==> src/rtl/gpi_route_pkg.sv <==
package gpi_route_pkg;

  localparam int ROUTE_W = 2;

  typedef enum logic [ROUTE_W-1:0] {
    ROUTE_NONE = 2'b00,
    ROUTE_SMI  = 2'b01,
    ROUTE_SCI  = 2'b10,
    ROUTE_RSVD = 2'b11
  } route_e;

endpackage

==> src/rtl/gpi_route_reg.sv <==
module gpi_route_reg
  import gpi_route_pkg::*;
#(
  parameter int               NUM_GPI   = 16,
  parameter logic [NUM_GPI-1:0] IMPL_MASK = '1,
  localparam int REG_W  = NUM_GPI * ROUTE_W,
  localparam int NBYTES = REG_W / 8
) (
  input  logic              clk,
  input  logic              rst_n,
  input  logic              wr_en,
  input  logic [NBYTES-1:0] wr_be,
  input  logic [REG_W-1:0]  wr_data,
  output logic [REG_W-1:0]  rd_data
);

  function automatic logic [REG_W-1:0] field_keep(input logic [NUM_GPI-1:0] m);
    logic [REG_W-1:0] k;
    k = '0;
    for (int i = 0; i < NUM_GPI; i++) k[i*ROUTE_W +: ROUTE_W] = {ROUTE_W{m[i]}};
    return k;
  endfunction

  localparam logic [REG_W-1:0] KEEP = field_keep(IMPL_MASK);

  logic [7:0] byte_q [NBYTES];

  for (genvar b = 0; b < NBYTES; b++) begin : g_byte
    always_ff @(posedge clk) begin
      if (!rst_n)
        byte_q[b] <= '0;
      else if (wr_en && wr_be[b])
        byte_q[b] <= wr_data[b*8 +: 8] & KEEP[b*8 +: 8];
    end
    assign rd_data[b*8 +: 8] = byte_q[b];
  end

  AST_UNIMPL_READS_ZERO: assert property (@(posedge clk) disable iff (!rst_n)
    (rd_data & ~KEEP) == '0);
  AST_HOLD_WITHOUT_WRITE: assert property (@(posedge clk) disable iff (!rst_n)
    !wr_en |=> $stable(rd_data));

endmodule

==> src/rtl/gpi_route_qual.sv <==
module gpi_route_qual
  import gpi_route_pkg::*;
#(
  parameter int                 NUM_GPI   = 16,
  parameter logic [NUM_GPI-1:0] IMPL_MASK = '1,
  localparam int REG_W = NUM_GPI * ROUTE_W
) (
  input  logic [REG_W-1:0]   route_vec,
  input  logic [NUM_GPI-1:0] sts,
  input  logic [NUM_GPI-1:0] is_input,
  input  logic [NUM_GPI-1:0] smi_en,
  input  logic [NUM_GPI-1:0] gpe_en,
  input  logic               sleeping,
  output logic [NUM_GPI-1:0] smi_hit,
  output logic [NUM_GPI-1:0] sci_hit,
  output logic [NUM_GPI-1:0] wake_hit
);

  for (genvar n = 0; n < NUM_GPI; n++) begin : g_in
    if (IMPL_MASK[n]) begin : g_impl
      route_e code;
      logic   live;
      assign code        = route_e'(route_vec[n*ROUTE_W +: ROUTE_W]);
      assign live        = sts[n] & is_input[n];
      assign smi_hit[n]  = live & smi_en[n] & (code == ROUTE_SMI);
      assign sci_hit[n]  = live & gpe_en[n] & (code == ROUTE_SCI);
      assign wake_hit[n] = live & gpe_en[n] & sleeping;
    end else begin : g_absent
      assign smi_hit[n]  = 1'b0;
      assign sci_hit[n]  = 1'b0;
      assign wake_hit[n] = 1'b0;
    end
  end

endmodule

==> src/rtl/gpi_route_any.sv <==
module gpi_route_any #(
  parameter int W = 16
) (
  input  logic [W-1:0] hits,
  output logic         any
);
  assign any = |hits;
endmodule

==> src/rtl/gpi_event_router.sv <==
module gpi_event_router
  import gpi_route_pkg::*;
#(
  parameter int                 NUM_GPI   = 16,
  parameter logic [NUM_GPI-1:0] IMPL_MASK = 16'hBFFF,
  localparam int REG_W  = NUM_GPI * ROUTE_W,
  localparam int NBYTES = REG_W / 8
) (
  input  logic               clk,
  input  logic               rst_n,
  input  logic               wr_en,
  input  logic [NBYTES-1:0]  wr_be,
  input  logic [REG_W-1:0]   wr_data,
  output logic [REG_W-1:0]   rd_data,
  input  logic [NUM_GPI-1:0] gpi_sts,
  input  logic [NUM_GPI-1:0] gpi_is_input,
  input  logic [NUM_GPI-1:0] smi_en,
  input  logic [NUM_GPI-1:0] gpe_en,
  input  logic               sleeping,
  output logic               smi_req,
  output logic               sci_req,
  output logic               wake_req
);

  logic [NUM_GPI-1:0] smi_hit, sci_hit, wake_hit;

  gpi_route_reg #(.NUM_GPI(NUM_GPI), .IMPL_MASK(IMPL_MASK)) u_reg (
    .clk(clk), .rst_n(rst_n), .wr_en(wr_en), .wr_be(wr_be),
    .wr_data(wr_data), .rd_data(rd_data)
  );

  gpi_route_qual #(.NUM_GPI(NUM_GPI), .IMPL_MASK(IMPL_MASK)) u_qual (
    .route_vec(rd_data), .sts(gpi_sts), .is_input(gpi_is_input),
    .smi_en(smi_en), .gpe_en(gpe_en), .sleeping(sleeping),
    .smi_hit(smi_hit), .sci_hit(sci_hit), .wake_hit(wake_hit)
  );

  gpi_route_any #(.W(NUM_GPI)) u_any_smi  (.hits(smi_hit),  .any(smi_req));
  gpi_route_any #(.W(NUM_GPI)) u_any_sci  (.hits(sci_hit),  .any(sci_req));
  gpi_route_any #(.W(NUM_GPI)) u_any_wake (.hits(wake_hit), .any(wake_req));

  AST_SMI_QUALIFIED: assert property (@(posedge clk) disable iff (!rst_n)
    smi_req |-> |(gpi_sts & gpi_is_input & smi_en & IMPL_MASK));
  AST_SCI_QUALIFIED: assert property (@(posedge clk) disable iff (!rst_n)
    sci_req |-> |(gpi_sts & gpi_is_input & gpe_en & IMPL_MASK));
  AST_WAKE_ONLY_ASLEEP: assert property (@(posedge clk) disable iff (!rst_n)
    wake_req |-> sleeping);
  AST_QUIET_WITHOUT_STATUS: assert property (@(posedge clk) disable iff (!rst_n)
    (gpi_sts == '0) |-> !(smi_req || sci_req || wake_req));

endmodule

==> config.mk <==
export PLATFORM = sky130hd
export DESIGN_NAME = gpi_event_router
export DESIGN_NICKNAME = d
export VERILOG_FILES = /design/src/rtl/gpi_route_pkg.sv /design/src/rtl/gpi_route_reg.sv /design/src/rtl/gpi_route_qual.sv /design/src/rtl/gpi_route_any.sv /design/src/rtl/gpi_event_router.sv
export SDC_FILE = /design/constraint.sdc
export NUM_CORES = 1
export LEC_CHECK = 0
export BUFFER_PORTS_ARGS = -buffer_cell sky130_fd_sc_hd__buf_2
export CELL_PAD_IN_SITES_DETAIL_PLACEMENT = 0
export CELL_PAD_IN_SITES_GLOBAL_PLACEMENT = 1
export CORE_ASPECT_RATIO = 1.5
export CORE_MARGIN = 2
export CORE_UTILIZATION = 28
export CTS_CLUSTER_DIAMETER = 50
export CTS_CLUSTER_SIZE = 16
export DETAILED_ROUTE_END_ITERATION = 8
export PLACE_DENSITY = 0.85
export SETUP_SLACK_MARGIN = 0.4
export SLEW_MARGIN = 15
export SYNTH_ARGS = -nofsm -noshare
export SYNTH_HDL_FRONTEND = slang
export SYNTH_SLANG_ARGS = --single-unit
==> constraint.sdc <==
create_clock -name clk -period 2.5 [get_ports clk]
set_input_delay 0.25 -clock clk [delete_from_list [all_inputs] [get_ports clk]]
set_output_delay 0.25 -clock clk [all_outputs]
set_load 0.01 [all_outputs]
==> results.yml, run 1 <==
outcome:
  status: "finished clean"
flow_run:
  drv_cap: 0
pwr:
  peakVddDrop_v: 0.000455
  power.density_nw_per_um2: 498
  power.leakage_nw: 1.17
  power.total_mw: 1.24
die:
  start_util_pct: 28.7
  num_rows: 34
  die_h_um: 98.0
  core_area_um2: 5740
  die_area_um2: 6530
  die_w_um: 66.7
  io_pins: 139
sta:
  setup-tns-final_ps: 0
  finalHoldViolations: 0
  max_clock_freq_mhz: 468
  min_period_over_period_pct: 85.5
  layout_min_cycle_time_ps: 2140
  rsz0062_at_grt: "true"
  slew_viol_final: 0
  finalSetupViolations: 0
route:
  num_vias: 1709
  drt_pass1_iterations: 4
  vias_per_cell: 4.58
  drc: 0
  wl_per_cell_um: 14.1
  drt-initial-drc-count: 54
  drt-total-wl_mm: 5.26
  ant_nets: 0
layout:
  largest_register_ffs: 30
  fin_cells: 373
  layout.nets: 404
  syn2layout_area_growth_pct: 50.4
  n_antenna_cell: 0
  final_cell_mix: "130 x buf_2, 30 x and2_1, 30 x edfxtp_1, 28 x nand3_1, 24 x nand2_1"
  final_common_cell: "buf_2"
  fillers: 622
  largestRegisters: "u_reg.byte_q: 30 flops"
  final_area_um2: 2480
  regMostFlops: "u_reg.byte_q"
  post_route_cells_drive_above_1_share_pct: 46.8
setup_path:
  cp-end-kind: "output pin"
  setup.worst_path.start: "u_reg.byte_q[0][7]"
  start_kind: "flop"
  worstSetupEndpoint: "sci_req"
  worstPathArrival_ps: 1890
  path_buf_inv: 1
  worst-setup-path-type: "reg -> out"
  critPathTopFamily: "simple AND/OR/NAND/NOR gates"
  worstPathRequired_ps: 2250
  cp.depth: 5
  crit_path_cell_trace: "nor3b_1 -> or4_1 -> nor4_4 -> nand3_1 -> buf_2"
  cpMaxStageDelayCell: "or4_1"
  slowest_delay_ps: 550
  worstPathMaxFanout: 3
placed_design:
  dp_hpwl_mm: 4.60
  gp_congestion: 0.818
  place_inst: 364
  io_buffer_count: 130
  placed_area_um2: 2380
clocking:
  cts_root_buf: "clkbuf_8"
  cts_buffer_depth: 2
  cts.sinks: 30
  holdBufCountCts: 0
  cts.clk_slew.worst_paths_ps: 60
  tritoncts: "done"
  htree_num_levels: 2
  cts_made_buffers: 5
global_route:
  grt_first_pass_wirelength_mm: 7.63
  grt_usage_pct: 15.9
  grt_pass1_vias: 1598
  antenna_found_initial: 0
  overflow: 0
  grt_max_degree: 11
synth:
  syn_inst: 163
  synth.cell_area_um2: 1650
  yosys.area.top_type: "edfxtp_1"
  yosys.area.top_type_share_pct: 54.6
  synthTopCellsByArea: "edfxtp_1 55%, and2_1 11%, nand3_1 8.5%"
  synth-seq-cells: 30
  ys_seq_area_share_pct: 54.6
  yosysWarnings: 0
  yosysUniqueCellTypes: 20
  postSynthAreaPerCell_um2: 10.1
hold_path:
  hp-class: "in -> reg"
[cell families after synthesis]
family / share of synthesized area, %
AOI/OAI and AO/OA: 1.37
buffers and inverters: 0.910
DFF: 54.6
other: 0.227
and+or+nand+nor: 42.9
[routing by layer]
layer	up-vias	GRT usage, %	part of all wire, %
met5	-	0	0
li1	866	-	-
met2	75	29.5	56
met3	10	3.80	8.2
met4	0	7.06	2.4
met1	758	16.2	34
[area by class of cell]
type / count / area, um^2 / area share, %
multi-input combinational: 132 / 746 / 30.1
timing repair buffer: 131 / 658 / 26.5
sequential: 30 / 901 / 36.3
clock buffer: 5 / 68.8 / 2.77
clock inverter: 3 / 16.3 / 0.656
tap: 72 / 90.1 / 3.63
[where the power goes]
part | internal (mW) | switching, mW | leakage [nW]
logic | 0.122 | 0.116 | 0.828
registers | 0.600 | 0.0347 | 0.305
clock network | 0.190 | 0.173 | 0.0416
total | 0.912 | 0.324 | 1.17
[stage by stage]
step / utilization (%) / setup slack [ps] / hold WS (ps)
floorplan: - / 863 / 448
global route: 43.2 / 308 / 245
CTS: 43.1 / 353 / 239
global placement: 41.4 / 668 / 528
detailed placement: 41.4 / 644 / 530
finish: 43.2 / 363 / 246
[Yosys cell counts]
master     n
and2_1    30
conb_1     1
nor3b_1   15
or4_1      2
nand3_1   28
o31a_1     1
edfxtp_1  30
and4_2     1
a21oi_1    1
nand2_1   24
and3_1     4
nor4_2     1
nor3_1     1
nand3_2    1
and4b_1    1
nand4_1    5
nor4_1     2
buf_4      2
nor2_1    12
o311ai_0   1
[repair_timing]
| action | in CTS | in global routing |
|---|---|---|
| hold endpoints to repair | 0 | 0 |
| setup endpoints to repair | 1 | 2 |
| buffers inserted | 0 | 1 |
| gates resized for setup | 1 | 1 |
| gates cloned | 0 | 0 |
[how the worst min path moves through the flow]
stage | from | cells after the start | slack, ps | endpoint
floorplan | wr_data[0] | 1 | 450 | u_reg.byte_q[0][0]
global placement | wr_data[13] | 2 | 530 | u_reg.byte_q[1][5]
detailed placement | wr_data[14] | 2 | 530 | u_reg.byte_q[1][6]
CTS | wr_data[11] | 2 | 240 | u_reg.byte_q[1][3]
global route | wr_data[4] | 2 | 240 | u_reg.byte_q[0][4]
finish | wr_data[11] | 2 | 250 | u_reg.byte_q[1][3]
(Power assumes the default switching activity.)
==> inputs of run 2 (changes only) <==
--- a/config.mk
+++ b/config.mk
@@ -16,7 +16,6 @@
 export DETAILED_ROUTE_END_ITERATION = 8
 export PLACE_DENSITY = 0.85
 export SETUP_SLACK_MARGIN = 0.4
-export SLEW_MARGIN = 15
 export SYNTH_ARGS = -nofsm -noshare
 export SYNTH_HDL_FRONTEND = slang
 export SYNTH_SLANG_ARGS = --single-unit
==> constraint.sdc (replaced) <==
create_clock -name clk -period 2.55 [get_ports clk]
set_input_delay 0.255 -clock clk [delete_from_list [all_inputs] [get_ports clk]]
set_output_delay 0.255 -clock clk [all_outputs]
set_load 0.01 [all_outputs]
==> run 2 against run 1 <==
  * Worst setup slack improved by 15 ps
  * Global-route usage about the same
  * Combinational power about the same
  * Critical endpoint unchanged
  * Cell area increased by 1.7%
  * Hold slack improved by 9.2 ps
  * Critical path type unchanged
  * Utilization increased by 0.74 points
  * Non-clock buffer count increased by 2
  * Critical path depth unchanged
==> results.yml, run 2 (synthesis results as in run 1) <==
outcome:
  status: "finished clean"
route:
  drt_pass1_iterations: 4
  ant_nets: 0
  wl_per_cell_um: 14.4
  drt-initial-drc-count: 60
  drc: 0
  drt-total-wl_mm: 5.39
  num_vias: 1709
  vias_per_cell: 4.56
sta:
  min_period_over_period_pct: 85.2
  holdWs_ps: 255
  layout_min_cycle_time_ps: 2170
  setup-tns-final_ps: 0
  layout_setup_ws_ps: 378
  slew_viol_final: 0
  finalSetupViolations: 0
  max_clock_freq_mhz: 460
  finalHoldViolations: 0
  rsz0062_at_grt: "true"
pwr:
  power.density_nw_per_um2: 523
  peakVddDrop_v: 0.000338
  power.leakage_nw: 1.20
setup_path:
  critPathTopFamily: "simple AND/OR/NAND/NOR gates"
  worstSetupEndpoint: "sci_req"
  worstPathRequired_ps: 2300
  cp-end-kind: "output pin"
  start_kind: "flop"
  worstPathMaxFanout: 2
  crit_path_cell_trace: "nor3b_1 -> or4_4 -> nor4_4 -> nand3_1 -> buf_2"
  setup.worst_path.start: "u_reg.byte_q[1][1]"
  worst-setup-path-type: "reg -> out"
  cp.depth: 5
  slowest_delay_ps: 560
  worstPathArrival_ps: 1920
  path_buf_inv: 1
  cpMaxStageDelayCell: "or4_4"
global_route:
  grt_max_degree: 11
  overflow: 0
  grt_first_pass_wirelength_mm: 7.55
  antenna_found_initial: 0
  grt_usage_pct: 15.9
  grt_pass1_vias: 1588
layout:
  post_route_cells_drive_above_1_share_pct: 47.9
  final_cell_mix: "130 x buf_2, 30 x and2_1, 30 x edfxtp_1, 28 x nand3_1, 24 x nand2_1"
  layout.nets: 406
  final_common_cell: "buf_2"
  regMostFlops: "u_reg.byte_q"
  final_util_pct: 43.9
  n_antenna_cell: 0
  largest_register_ffs: 30
  fin_cells: 375
  largestRegisters: "u_reg.byte_q: 30 flops"
  syn2layout_area_growth_pct: 53.0
placed_design:
  post-place-ws_ps: 703
  dp_hpwl_mm: 4.65
  io_buffer_count: 130
  place_inst: 364
  gp_congestion: 0.823
clocking:
  htree_num_levels: 2
  cts_made_buffers: 5
  cts_buffer_depth: 2
  cts_root_buf: "clkbuf_8"
  holdBufCountCts: 0
  cts.clk_slew.worst_paths_ps: 60
  tritoncts: "done"
  cts.sinks: 30
die:
  start_util_pct: 28.7
  die_area_um2: 6530
  die_w_um: 66.7
  core_area_um2: 5740
  die_h_um: 98.0
  num_rows: 34
  io_pins: 139
flow_run:
  drv_cap: 0
hold_path:
  holdPathStages: 2
  hp-class: "in -> reg"
## run 2: worst min path at each step
stage	startpoint	endpoint	slack [ps]
floorplan	wr_data[0]	u_reg.byte_q[0][0]	450
global placement	wr_data[13]	u_reg.byte_q[1][5]	530
finish	wr_data[4]	u_reg.byte_q[0][4]	260
CTS	wr_data[22]	u_reg.byte_q[2][6]	240
detailed placement	wr_data[4]	u_reg.byte_q[0][4]	530
global route	wr_data[15]	u_reg.byte_q[1][7]	250
## run 2: routing by layer
layer,vias to the layer above,share of wire (%),global-route usage (%)
met2,68,56,29.5
met4,0,2.0,7.54
li1,871,-,-
met1,762,36,16.4
met5,-,0,0
met3,8,6.1,2.88
## run 2: metrics by stage
stage,instance area [um^2],total power [mW]
floorplan,1650,0.713
global placement,2380,0.860
detailed placement,2380,0.865
CTS,2500,1.33
global route,2520,1.38
finish,2520,1.32
## run 2: final cells by class
type                       count  area [um^2]
fill                         616         3220
sequential                    30          901
multi-input combinational    132          749
timing repair buffer         133          673
tap                           72         90.1
clock buffer                   5         68.8
clock inverter                 3         40.0
## run 2: what timing repair did
action,CTS,global route
gates resized for setup,1,2
buffers inserted,0,3
pin swaps,0,3
endpoints found under the setup margin,1,2
## run 2: power by group
| part | internal, mW | switching [mW] | total, mW |
|---|---|---|---|
| logic | 0.124 | 0.117 | 0.240 |
| clock network | 0.287 | 0.170 | 0.457 |
| registers | 0.588 | 0.0332 | 0.621 |
